===== config.mk =====
export PLATFORM = sky130hd
export DESIGN_NAME = tdc_phase_combiner
export DESIGN_NICKNAME = d
export VERILOG_FILES = /design/src/rtl/tdc_comb_pkg.sv /design/src/rtl/tdc_ref_accum.sv /design/src/rtl/tdc_therm_decode.sv /design/src/rtl/tdc_err_core.sv /design/src/rtl/tdc_phase_combiner.sv
export SDC_FILE = /design/constraint.sdc
export NUM_CORES = 1
export LEC_CHECK = 0
export BUFFER_PORTS_ARGS = -buffer_cell sky130_fd_sc_hd__buf_2
export CAP_MARGIN = 5
export CORE_ASPECT_RATIO = 0.5
export CORE_MARGIN = 8
export CORE_UTILIZATION = 59
export DETAILED_ROUTE_END_ITERATION = 12
export PLACE_DENSITY_LB_ADDON = 0.08
export SLEW_MARGIN = 15
export SYNTH_ARGS = -nofsm -noshare
export SYNTH_HDL_FRONTEND = slang
export SYNTH_SLANG_ARGS = --single-unit

===== constraint.sdc =====
create_clock -name clk -period 6.9 [get_ports clk]
set_input_delay 1.035 -clock clk [delete_from_list [all_inputs] [get_ports clk]]
set_output_delay 1.035 -clock clk [all_outputs]
set_load 0.02 [all_outputs]

===== src/rtl/tdc_comb_pkg.sv =====
package tdc_comb_pkg;

    typedef enum logic [0:0] {
        ST_WAIT  = 1'b0,
        ST_TRACK = 1'b1
    } trk_state_t;

endpackage


===== src/rtl/tdc_ref_accum.sv =====
module tdc_ref_accum #(
    parameter int FCW_INT = 8,
    parameter int FRAC_W  = 16,
    parameter int PH_INT  = 16,
    parameter int OCT_W   = 3
) (
    input  logic                        clk,
    input  logic                        rst,
    input  logic [FCW_INT+FRAC_W-1:0]   fcw,
    output logic [PH_INT+FRAC_W-1:0]    acc_q,
    output logic [OCT_W-1:0]            sel_q
);
    localparam int FCW_W = FCW_INT + FRAC_W;
    localparam int PH_W  = PH_INT + FRAC_W;

    logic [PH_W-1:0] fcw_ext;
    logic [PH_W-1:0] acc_nx;

    assign fcw_ext = {{(PH_W-FCW_W){1'b0}}, fcw};
    assign acc_nx  = acc_q + fcw_ext;

    always_ff @(posedge clk) begin
        if (rst) begin
            acc_q <= '0;
            sel_q <= '0;
        end else begin
            acc_q <= acc_nx;
            sel_q <= acc_nx[FRAC_W-1 -: OCT_W];
        end
    end

    // accumulator advances by exactly the command word each edge
    assert_acc_step_R2: assert property (@(posedge clk) disable iff (rst)
        !$past(rst) |-> (acc_q == $past(acc_q) + $past(fcw_ext)));

endmodule


===== src/rtl/tdc_therm_decode.sv =====
module tdc_therm_decode #(
    parameter int STAGES = 12,
    parameter int CODE_W = $clog2(STAGES + 1)
) (
    input  logic [STAGES-1:0] therm,
    output logic [CODE_W-1:0] code,
    output logic              sat
);
    logic [STAGES:0]   ext;
    logic [STAGES-1:0] fall;
    logic              found;

    assign ext = {1'b0, therm};

    for (genvar g = 0; g < STAGES; g++) begin : g_fall
        assign fall[g] = ext[g] & ~ext[g+1];
    end

    always_comb begin
        code  = '0;
        found = 1'b0;
        for (int i = 0; i < STAGES; i++) begin
            if (!found && fall[i]) begin
                code  = CODE_W'(i + 1);
                found = 1'b1;
            end
        end
    end

    assign sat = (therm == '0) || (&therm);

endmodule


===== src/rtl/tdc_err_core.sv =====
module tdc_err_core
    import tdc_comb_pkg::*;
#(
    parameter int FRAC_W = 16,
    parameter int PH_INT = 16,
    parameter int OCT_W  = 3,
    parameter int STAGES = 12,
    parameter int CODE_W = 4,
    parameter int GAIN_W = 16
) (
    input  logic                        clk,
    input  logic                        rst,
    input  logic [PH_INT+FRAC_W-1:0]    acc_q,
    input  logic [OCT_W-1:0]            sel_q,
    input  logic [PH_INT-1:0]           var_phase,
    input  logic [GAIN_W-1:0]           gain,
    input  logic [CODE_W-1:0]           code_in,
    input  logic                        sat_in,
    output logic signed [PH_INT+FRAC_W-1:0] phase_err,
    output logic                        tdc_sat,
    output logic                        err_valid
);
    localparam int PH_W   = PH_INT + FRAC_W;
    localparam int PROD_W = CODE_W + GAIN_W;

    trk_state_t state_q, state_nx;
    logic [CODE_W-1:0] fine_q;
    logic [CODE_W-1:0] fine_use;
    logic [PROD_W-1:0] prod;
    logic [PH_W-1:0]   corr;
    logic [PH_W-1:0]   err_nx;

    // state register
    always_ff @(posedge clk) begin
        if (rst) state_q <= ST_WAIT;
        else     state_q <= state_nx;
    end

    // transitions
    always_comb begin
        state_nx = state_q;
        unique case (state_q)
            ST_WAIT:  if (!sat_in) state_nx = ST_TRACK;
            ST_TRACK: state_nx = ST_TRACK;
            default:  state_nx = ST_WAIT;
        endcase
    end

    assign fine_use = sat_in ? fine_q : code_in;
    assign prod     = fine_use * gain;
    assign corr     = {var_phase, {FRAC_W{1'b0}}}
                    + (PH_W'(sel_q) << (FRAC_W - OCT_W))
                    + PH_W'(prod);
    assign err_nx   = acc_q - corr;

    // outputs
    always_ff @(posedge clk) begin
        if (rst) begin
            fine_q    <= '0;
            phase_err <= '0;
            tdc_sat   <= 1'b0;
            err_valid <= 1'b0;
        end else begin
            tdc_sat <= sat_in;
            if (!sat_in) fine_q <= code_in;
            err_valid <= (state_nx == ST_TRACK);
            phase_err <= (state_nx == ST_TRACK) ? err_nx : '0;
        end
    end

    // reset clears the visible outputs on the following edge
    assert_rst_clear_R1: assert property (@(posedge clk)
        rst |=> (phase_err == '0 && !err_valid && !tdc_sat));

    // waiting state keeps the error silent
    assert_wait_quiet_R6: assert property (@(posedge clk) disable iff (rst)
        (state_q == ST_WAIT) |-> (phase_err == '0 && !err_valid));

    // saturated sample leaves the held fine code untouched
    assert_hold_on_sat_R5: assert property (@(posedge clk) disable iff (rst)
        sat_in |=> (fine_q == $past(fine_q)));

    // an effective sample always decodes inside the stage range
    assert_code_range_R4: assert property (@(posedge clk) disable iff (rst)
        !sat_in |-> (code_in >= CODE_W'(1) && code_in <= CODE_W'(STAGES)));

endmodule


===== src/rtl/tdc_phase_combiner.sv =====
module tdc_phase_combiner #(
    parameter int FCW_INT = 8,
    parameter int FRAC_W  = 16,
    parameter int PH_INT  = 16,
    parameter int OCT_W   = 3,
    parameter int STAGES  = 12,
    parameter int GAIN_W  = 16
) (
    input  logic                            clk,
    input  logic                            rst,
    input  logic [FCW_INT+FRAC_W-1:0]       fcw,
    input  logic [STAGES-1:0]               therm,
    input  logic [PH_INT-1:0]               var_phase,
    input  logic [GAIN_W-1:0]               norm_gain,
    output logic [OCT_W-1:0]                phase_sel,
    output logic signed [PH_INT+FRAC_W-1:0] phase_err,
    output logic                            tdc_sat,
    output logic                            err_valid
);
    localparam int PH_W   = PH_INT + FRAC_W;
    localparam int CODE_W = $clog2(STAGES + 1);

    logic [PH_W-1:0]   acc_q;
    logic [OCT_W-1:0]  sel_q;
    logic [CODE_W-1:0] code;
    logic              sat;

    tdc_ref_accum #(
        .FCW_INT(FCW_INT), .FRAC_W(FRAC_W), .PH_INT(PH_INT), .OCT_W(OCT_W)
    ) u_accum (
        .clk(clk), .rst(rst), .fcw(fcw), .acc_q(acc_q), .sel_q(sel_q)
    );

    tdc_therm_decode #(
        .STAGES(STAGES), .CODE_W(CODE_W)
    ) u_decode (
        .therm(therm), .code(code), .sat(sat)
    );

    tdc_err_core #(
        .FRAC_W(FRAC_W), .PH_INT(PH_INT), .OCT_W(OCT_W),
        .STAGES(STAGES), .CODE_W(CODE_W), .GAIN_W(GAIN_W)
    ) u_core (
        .clk(clk), .rst(rst), .acc_q(acc_q), .sel_q(sel_q),
        .var_phase(var_phase), .gain(norm_gain),
        .code_in(code), .sat_in(sat),
        .phase_err(phase_err), .tdc_sat(tdc_sat), .err_valid(err_valid)
    );

    assign phase_sel = sel_q;

endmodule


* Word level (Yosys, flattened, before mapping)
Index checks and enable logic that the tools add are counted. W data, S select, Z words.
Word-level totals: bits of input ports 70, register bits after elaboration 73
Cells by class: multipliers 1, mux-type cells 26, $add $sub $neg 4, reduce and logical (&&, ||, !) cells 26, bitwise operators 24
Operator list (count):
- $mux W4 | 12
- $add A32 B16 Y32 | 1
- $add A32 B20 Y32 | 1
- $add A32 B24 Y32 | 1
- $sub A32 B32 Y32 | 1
- $mul A4 B16 Y20 | 1
- $mux W1 | 13
- $not A1 Y1 | 13
- $logic_not A12 Y1 | 1
- $reduce_and A12 Y1 | 1
- $and A1 B1 Y1 | 11
- $logic_and A1 B1 Y1 | 11
- $logic_not A1 Y1 | 11
- $pmux W1 S2 | 1
- $reduce_or A2 Y1 | 1
- $logic_or A1 B1 Y1 | 1

* Depth between registers and ports, before layout
Gate-level depths: netlist of run 1.
depth in word-level cells 40, gate-level depth with buffers 26, gate-level depth less buffers 24

* By module
Synthesis of run 1 repeated with hierarchy kept, for this count alone.
Second synthesis, totals: cells, all modules 963, area total of the unflattened synthesis 7843.8 µm²
Modules (own cells, without submodules):
- tdc_err_core | cells each 639, instances 1, sequential area each 760.7 µm², area an instance 5285.1 µm²
- tdc_ref_accum | cells each 272, instances 1, sequential area each 640.6 µm², area an instance 2254.7 µm²
- tdc_therm_decode | cells each 52, instances 1, sequential area each 0.0 µm², area an instance 304.0 µm²

* Least setup slack after synthesis of run 1
OpenSTA, ideal clock, no wires.
path kind input port to flip-flop, from in therm[3], to reg u_core.phase_err[30], path buffers 1, setup time 0.072 ns, stages 22, path slack 0.620 ns, data arrival time 6.208 ns, cell sequence nand4_1 nor4_1 a41oi_2 o21ai_0 a311oi_2 clkbuf_1 nand2b_1 fa_1 fa_1 fa_1 inv_1 fa_1 inv_1 ha_1 and3_1 and2_1 o21ai_0 a21oi_2 a211o_1 a21o_1 a31oi_1 mux2i_1
Between the ends: longest elaborated chain between the ends 35, elaborated cells between the ends (all ways) 52, classes of those cells add/sub: 2; mul: 1; mux: 22; bitwise: 4; reduce/logical: 23
Ends and longest elaborated chain:
- from (decl) | line tdc_phase_combiner.sv:12 | input logic [STAGES-1:0] therm,
- $not A1 Y1 | line tdc_therm_decode.sv:16 | assign fall[g] = ext[g] & ~ext[g+1];
- $and A1 B1 Y1 | line tdc_therm_decode.sv:16
- $logic_and A1 B1 Y1 | line tdc_therm_decode.sv:23 | if (!found && fall[i]) begin
- $mux W1 | line tdc_therm_decode.sv:23
- $logic_not A1 Y1 | line tdc_therm_decode.sv:23
- $logic_and A1 B1 Y1 | line tdc_therm_decode.sv:23
- $mux W1 | line tdc_therm_decode.sv:23
- $logic_not A1 Y1 | line tdc_therm_decode.sv:23
- (+19 left out)
- $mux W1 | line tdc_therm_decode.sv:23
- $logic_not A1 Y1 | line tdc_therm_decode.sv:23
- $logic_and A1 B1 Y1 | line tdc_therm_decode.sv:23
- $mux W4 | line tdc_therm_decode.sv:23
- $mux W4 | line tdc_err_core.sv:49 | assign fine_use = sat_in ? fine_q : code_in;
- $mul A4 B16 Y20 | line tdc_err_core.sv:50 | assign prod = fine_use * gain;
- $add A32 B20 Y32 | line tdc_err_core.sv:53 | + PH_W'(prod);
- $sub A32 B32 Y32 | line tdc_err_core.sv:54 | assign err_nx = acc_q - corr;
- to (signal assigned) | line tdc_err_core.sv:67 | phase_err <= (state_nx == ST_TRACK) ? err_nx : '0;
- to (decl) | line tdc_err_core.sv:19 | output logic signed [PH_INT+FRAC_W-1:0] phase_err,
Several ways; a longest one is shown, not always the timed one. A chain may end at the register's enable or synchronous reset.

* Worst setup path after layout of run 1
from in therm[2], to reg u_core.phase_err[30]
Between the ends: longest elaborated chain between the ends 38, elaborated cells between the ends (all ways) 56, classes of those cells add/sub: 2; mul: 1; mux: 24; bitwise: 4; reduce/logical: 25
Ends and longest elaborated chain (line):
- $not A1 Y1 | tdc_therm_decode.sv:16
- $and A1 B1 Y1 | tdc_therm_decode.sv:16
- $logic_and A1 B1 Y1 | tdc_therm_decode.sv:23
- $mux W1 | tdc_therm_decode.sv:23
- $logic_not A1 Y1 | tdc_therm_decode.sv:23
- $logic_and A1 B1 Y1 | tdc_therm_decode.sv:23
- $mux W1 | tdc_therm_decode.sv:23
- $logic_not A1 Y1 | tdc_therm_decode.sv:23
- (+22 left out)
- $mux W1 | tdc_therm_decode.sv:23
- $logic_not A1 Y1 | tdc_therm_decode.sv:23
- $logic_and A1 B1 Y1 | tdc_therm_decode.sv:23
- $mux W4 | tdc_therm_decode.sv:23
- $mux W4 | tdc_err_core.sv:49
- $mul A4 B16 Y20 | tdc_err_core.sv:50
- $add A32 B20 Y32 | tdc_err_core.sv:53
- $sub A32 B32 Y32 | tdc_err_core.sv:54
Several ways; a longest one is shown, not always the timed one.

==> flow_summary.json, run 1 <==
{
  "cts_buffer_depth": 2,
  "period_minus_slack_ps": 6531,
  "ir_drop_mv": 0.2585,
  "cts_inserted_buffers": 9,
  "crit_start": "therm[2]",
  "drv_cap": 0,
  "synth_top_cell_area_share_pct": 18.69,
  "rows": 29,
  "reg2reg_to": "u_core.phase_err[23]$_SDFF_PP0_",
  "leakage_nw": 4.131,
  "viasPerCell": 5.419,
  "max_slew.worst_pin.slew_ps": 941.1,
  "ctsHtreeMaxLevel": 3,
  "ctsHoldBuffers": 0,
  "status": "finished, final reports clean",
  "core_mm2": 0.01255,
  "netlist_top_cells_area": "dfxtp_1, ha_1, fa_1",
  "netlist-cell-type-count": 70,
  "setup_viol": 0,
  "ff2ff_setup_slack_ps": 1440,
  "ant_nets": 0,
  "grt_pass1_wl_mm": 28.63,
  "finish.utilization_pct": 67.40,
  "antenna_found_initial": 1,
  "synth_edf_count": 0,
  "die-height_um": 95.72,
  "slew_headroom_pct": 37.03,
  "cts_sinks": 70,
  "finalWorstSetupSlack_ps": 369.0,
  "start_util_pct": 59.74,
  "multi_input_area_mm2": 0.005424,
  "crit_path_end": "u_core.phase_err[30]$_SDFF_PP0_",
  "wl_mm": 17.29,
  "hold_violations": 0,
  "netlist_area_mm2": 0.007500,
  "arrival_ps": 6800,
  "rsz0062_at_grt": "yes",
  "crit_required_ps": 7170,
  "cp-start-kind": "primary input",
  "cpMaxStageDelayCell": "fa_1",
  "gr-total-overflow": 0,
  "power_density_mw_per_mm2": 459.4,
  "root_buffer": "clkbuf_16",
  "cp_common_cell": "fa_1",
  "worstPathMaxFanout": 17,
  "dieArea_mm2": 0.01679,
  "drive_gt1_share_pct": 15.15,
  "critical-path-max-stage-delay_ps": 500,
  "preCtsSetupSlack_ps": 89.95,
  "synthCells": 907,
  "synth-main-ff-cell": "dfxtp_1",
  "worstSetupPathType": "primary input to flop",
  "whs_ps": 526.2,
  "grt_pass1_vias": 6212,
  "place_hpwl_mm": 14.08,
  "vias": 6395,
  "io_pins": 107,
  "synth_largest_area_cell": "dfxtp_1",
  "fillers": 1129,
  "drt-wirelength-per-cell_um": 14.65,
  "cts_tree": "done",
  "ys_warn_count": 0,
  "drt_pass1_iterations": 6,
  "synth-async-reset-ratio_pct": 0,
  "die_w_um": 175.4,
  "seq_area_frac_synth_pct": 18.69,
  "rr_startpoint": "u_core.fine_q[0]$_SDFF_PP0_",
  "finalCritPeriodShare_pct": 94.65,
  "drc": 0,
  "diodes": 0,
  "cts_resized": 0,
  "syn_to_final_growth_pct": 12.83,
  "grt_usage_pct": 20.77,
  "worstRegToRegCells": 21,
  "clk_latency_ps": 340,
  "syn-num-nets": 1123,
  "post_cts_buffers": 0,
  "register_area_mm2": 0.001401,
  "final-max-slew-violation-count": 0,
  "grt_max_degree": 50,
  "hp-class": "flop to flop",
  "avgSynthCellArea_um2": 8.269,
  "clock.fmax_mhz": 153.1,
  "port_buffers": 106,
  "drt_iter0_drc": 294,
  "cp-end-kind": "flop",
  "worstPathCellList": "buf_2 -> nor2_1 -> a21oi_1 -> o31ai_2 -> nand3_1 -> a21oi_1 -> a311o_1 -> mux2i_4 -> nand2b_1 -> fa_1 -> fa_1 -> fa_1 -> inv_1 -> fa_1 -> inv_1 -> ha_1 -> a21oi_1 -> o21ai_0 -> o21ai_0 -> a21oi_2 -> a211o_1 -> a21o_1 -> a31oi_1 -> mux2i_1",
  "gp_congestion": 0.8995,
  "clk_pin_slew_ps": 60,
  "final_nets": 1222,
  "ys_ff_latch": 70,
  "clock_skew_ps": 12.82
}
[sequential cells by signal, indices dropped and copies added (netlist names)]
register	count
u_core.err_valid	1
u_accum.acc_q	30
u_core.fine_q	4
u_core.tdc_sat	1
u_accum.sel_q	2
u_core.phase_err	32
[final cells by class]
cell class / instances / share of cell area [%]
clock buffers: 9 / 2.662
clock inverters: 6 / 0.7541
inverters: 155 / 6.876
multi-input cells: 661 / 64.10
flip-flops and latches: 70 / 16.56
well taps: 170 / 2.514
repair buffers: 109 / 6.536
[synthesized netlist by cell type (13+ instances only)]
| master | n |
|---|---|
| a211oi_1 | 13 |
| fa_1 | 53 |
| dfxtp_1 | 70 |
| nand3_1 | 17 |
| a21o_1 | 22 |
| nand2_1 | 39 |
| ha_1 | 93 |
| xnor2_1 | 27 |
| nor2b_1 | 35 |
| o21ai_0 | 40 |
| inv_1 | 155 |
| xor2_1 | 16 |
| nor2_1 | 79 |
| and2_1 | 35 |
| a21oi_1 | 56 |
[through the flow]
| stage | std cells | area [µm²] | power (mW) | TNS (ps) |
|---|---|---|---|---|
| after CTS | 1180 | 8451 | 3.894 | 0 |
| final | 1180 | 8462 | 3.887 | 0 |
| after floorplan | 907 | 7500 | 2.827 | 0 |
| after global routing | 1180 | 8462 | 4.276 | -24.08 |
| after detailed placement | 1165 | 8162 | 3.399 | 0 |
| after global placement | 1165 | 8162 | 3.367 | 0 |
[kinds of logic after synthesis]
family / share of synthesized area (%)
and+or+nand+nor: 18.49
AOI/OAI and AO/OA: 17.68
buffers and inverters: 9.142
adders and majority gates: 29.66
DFF: 18.69
xor gates and xnor gates: 5.022
muxes: 1.318
[per-layer routing]
metal | global-route usage [%] | wire length (µm) | part of all wire [%] | vias to the layer above
met4 | 5.256 | 265 | 1.5 | 2
met5 | 0 | 13 | 0.075 | -
met1 | 26.39 | 7989 | 46 | 2992
met2 | 35.45 | 7924 | 46 | 159
met3 | 5.129 | 1092 | 6.3 | 25
li1 | - | - | - | 3217
[cells in the final DEF (no fill, tap or decap), types with 27 or more instances in the layout]
cell type  Yosys  routed
a21oi_1       56      56
and2_1        35      35
buf_2          5     106
dfxtp_1       70      70
fa_1          53      53
ha_1          93      93
inv_1        155     155
nand2_1       39      39
nor2_1        79      79
nor2b_1       35      35
o21ai_0       40      40
xnor2_1       27      27
[critical path: cells and delay by family]
kind	cells	cell delay (ps)
AO/OA/AOI/OAI	11	2310
adder cells (fa/ha/maj)	5	2300
buffers and inverters	3	230
multiplexers	2	380
AND/OR/NAND/NOR	3	540
[how the worst min path moves through the flow]
stage | start | end | slack, ps | depth (start not counted)
5_1_grt | u_accum.acc_q[29]$_SDFF_PP0_ | u_accum.acc_q[30]$_SDFF_PP0_ | 590 | 1
4_1_cts | u_core.fine_q[3]$_SDFF_PP0_ | u_core.fine_q[3]$_SDFF_PP0_ | 540 | 2
6_report | u_core.fine_q[3]$_SDFF_PP0_ | u_core.fine_q[3]$_SDFF_PP0_ | 530 | 2
2_1_floorplan | u_core.fine_q[3]$_SDFF_PP0_ | u_core.fine_q[3]$_SDFF_PP0_ | 480 | 2
3_3_place_gp | u_core.fine_q[3]$_SDFF_PP0_ | u_core.fine_q[3]$_SDFF_PP0_ | 520 | 2
3_5_place_dp | u_core.fine_q[3]$_SDFF_PP0_ | u_core.fine_q[3]$_SDFF_PP0_ | 520 | 2
[where the power goes]
part | internal, mW | switching, mW
Clock | 0.277 | 0.183
Sequential | 0.553 | 0.0658
Combinational | 1.16 | 1.65
Total | 1.99 | 1.90
No activity file was read; power rests on OpenSTA's default activity.
==> run 2, diff against run 1 <==
- ABC_CLOCK_PERIOD_IN_PS: unset -> 7350
- clock period: 6.9 -> 7.35 ns (I/O delays scaled with it)
==> flow_summary.json, run 2 (synthesized netlist as in run 1, its figures left out) <==
{
  "vias": 6530,
  "place_hpwl_mm": 14.38,
  "die-height_um": 95.72,
  "critical-path-max-stage-delay_ps": 510,
  "rr_startpoint": "u_core.fine_q[3]$_SDFF_PP0_",
  "finalCritPeriodShare_pct": 88.69,
  "grt_usage_pct": 21.73,
  "drt-wirelength-per-cell_um": 15.09,
  "io_pins": 107,
  "wl_mm": 17.81,
  "most-common-layout-cells": "inv_1, buf_2, ha_1",
  "p_seq_share_pct": 15.6,
  "die_w_um": 175.4,
  "cts_inserted_buffers": 9,
  "whs_ps": 537.9,
  "cts_tree": "done",
  "arrival_ps": 6790,
  "clock.fmax_mhz": 153.4,
  "grt_max_degree": 50,
  "leakage_nw": 4.149,
  "clk_pin_slew_ps": 60,
  "power_density_mw_per_mm2": 439.8,
  "ctsHoldBuffers": 0,
  "largest_register_ffs": 32,
  "final_nets": 1221,
  "rows": 29,
  "post_cts_buffers": 0,
  "ir_drop_mv": 0.2640,
  "syn_to_final_growth_pct": 13.25,
  "grt_pass1_wl_mm": 29.79,
  "p_int_mw": 1.937,
  "drive_gt1_share_pct": 15.06,
  "cts_sinks": 70,
  "worstPathCellList": "buf_2 -> nor2_1 -> a21oi_1 -> o31ai_2 -> nand3_1 -> a21oi_1 -> a311o_1 -> mux2i_4 -> nand2b_1 -> fa_1 -> fa_1 -> fa_1 -> inv_1 -> fa_1 -> inv_1 -> ha_1 -> a21oi_1 -> o21ai_0 -> o21ai_0 -> a21oi_2 -> a211o_1 -> a21o_1 -> a31oi_1 -> mux2i_1",
  "root_buffer": "clkbuf_16",
  "ant_nets": 0,
  "antenna_found_initial": 0,
  "hp-class": "flop to flop",
  "final-max-slew-violation-count": 0,
  "period_minus_slack_ps": 6518,
  "setup_viol": 0,
  "comb_power_share_pct": 70.9,
  "cpMaxStageDelayCell": "fa_1",
  "slew_headroom_pct": 36.79,
  "reg_top3": "u_core.phase_err (32), u_accum.acc_q (30), u_core.fine_q (4)",
  "dp.cells": 1164,
  "viasPerCell": 5.534,
  "clkPwrFrac_pct": 13.4,
  "clock_skew_ps": 11.58,
  "grt_pass1_vias": 6370,
  "worstSetupPathType": "primary input to flop",
  "start_util_pct": 59.74,
  "ctsHtreeMaxLevel": 3,
  "p_total_mw": 3.736,
  "core_mm2": 0.01255,
  "min_from": "u_core.fine_q[3]$_SDFF_PP0_",
  "switching_power_mw": 1.799,
  "drt_iter0_drc": 309,
  "cp-start-kind": "primary input",
  "drv_cap": 0,
  "drc": 0,
  "fin_setup_tns_ps": 0,
  "gp_congestion": 0.8757,
  "clk_latency_ps": 340,
  "port_buffers": 106,
  "regMostFlops": "u_core.phase_err",
  "crit_start": "therm[2]",
  "fin_cells": 1180,
  "rsz0062_at_grt": "no",
  "worstPathMaxFanout": 17,
  "dieArea_mm2": 0.01679,
  "max_slew.worst_pin.slew_ps": 944.7,
  "cts_buffer_depth": 2,
  "final_common_cell": "inv_1",
  "switching_share_pct": 48.15,
  "cp-end-kind": "flop",
  "drt_pass1_iterations": 5,
  "fillers": 1086,
  "crit_required_ps": 7620,
  "gr-total-overflow": 0,
  "cts_resized": 0,
  "hold_violations": 0,
  "status": "finished, final reports clean",
  "cp_common_cell": "fa_1"
}
## run 2: per-stage QoR
step / setup WS, ps / utilization (%) / cell area [µm²]
after floorplan: 1003 / - / 7500
after global placement: 689.7 / 64.95 / 8154
after detailed placement: 500.5 / 64.95 / 8154
after CTS: 858.3 / 67.63 / 8491
after global routing: 487.0 / 67.63 / 8491
final: 831.6 / 67.65 / 8493
## run 2: metal layers
metal  track usage (%)  share of wire (%)  vias up
li1                  -                  -     3211
met1             27.32                 46     3141
met2             37.56                 47      154
met3             5.208                5.4       24
met4             5.676                1.7        0
met5                 0                  0        -
## run 2: final timing paths
check,to,slack [ps],depth (start not counted)
hold reg to reg,u_core.fine_q[3]$_SDFF_PP0_,540,2
setup / recovery,u_core.phase_err[30]$_SDFF_PP0_,830,24
hold / removal,u_core.fine_q[3]$_SDFF_PP0_,540,2
setup reg to reg,u_core.phase_err[30]$_SDFF_PP0_,2170,19
## run 2: power groups by stage
stage	Clock, mW	Combinational (mW)	Sequential (mW)
after floorplan	0	1.99	0.665
after global routing	0.523	2.98	0.598
after CTS	0.510	2.64	0.586
final	0.501	2.65	0.584
after detailed placement	0	2.61	0.594
after global placement	0	2.57	0.590
## run 2: worst max-delay path, delay by kind of cell
| kind | cells | cell delay, ps |
|---|---|---|
| adders and majority gates | 5 | 2270 |
| AOI/OAI and AO/OA | 11 | 2150 |
| buffers and inverters | 3 | 230 |
| muxes | 2 | 640 |
| and+or+nand+nor | 3 | 410 |
## run 2: final cells by class
type | instances | area (µm²) | share of cell area, %
Clock inverter | 6 | 111.4 | 1.311
Timing Repair Buffer | 108 | 545.5 | 6.423
Inverter | 155 | 581.8 | 6.850
Multi-Input combinational cell | 661 | 5413 | 63.73
Tap cell | 170 | 212.7 | 2.504
Sequential cell | 70 | 1401 | 16.50
Antenna cell | 1 | 2.502 | 0.02946
Clock buffer | 9 | 225.2 | 2.652
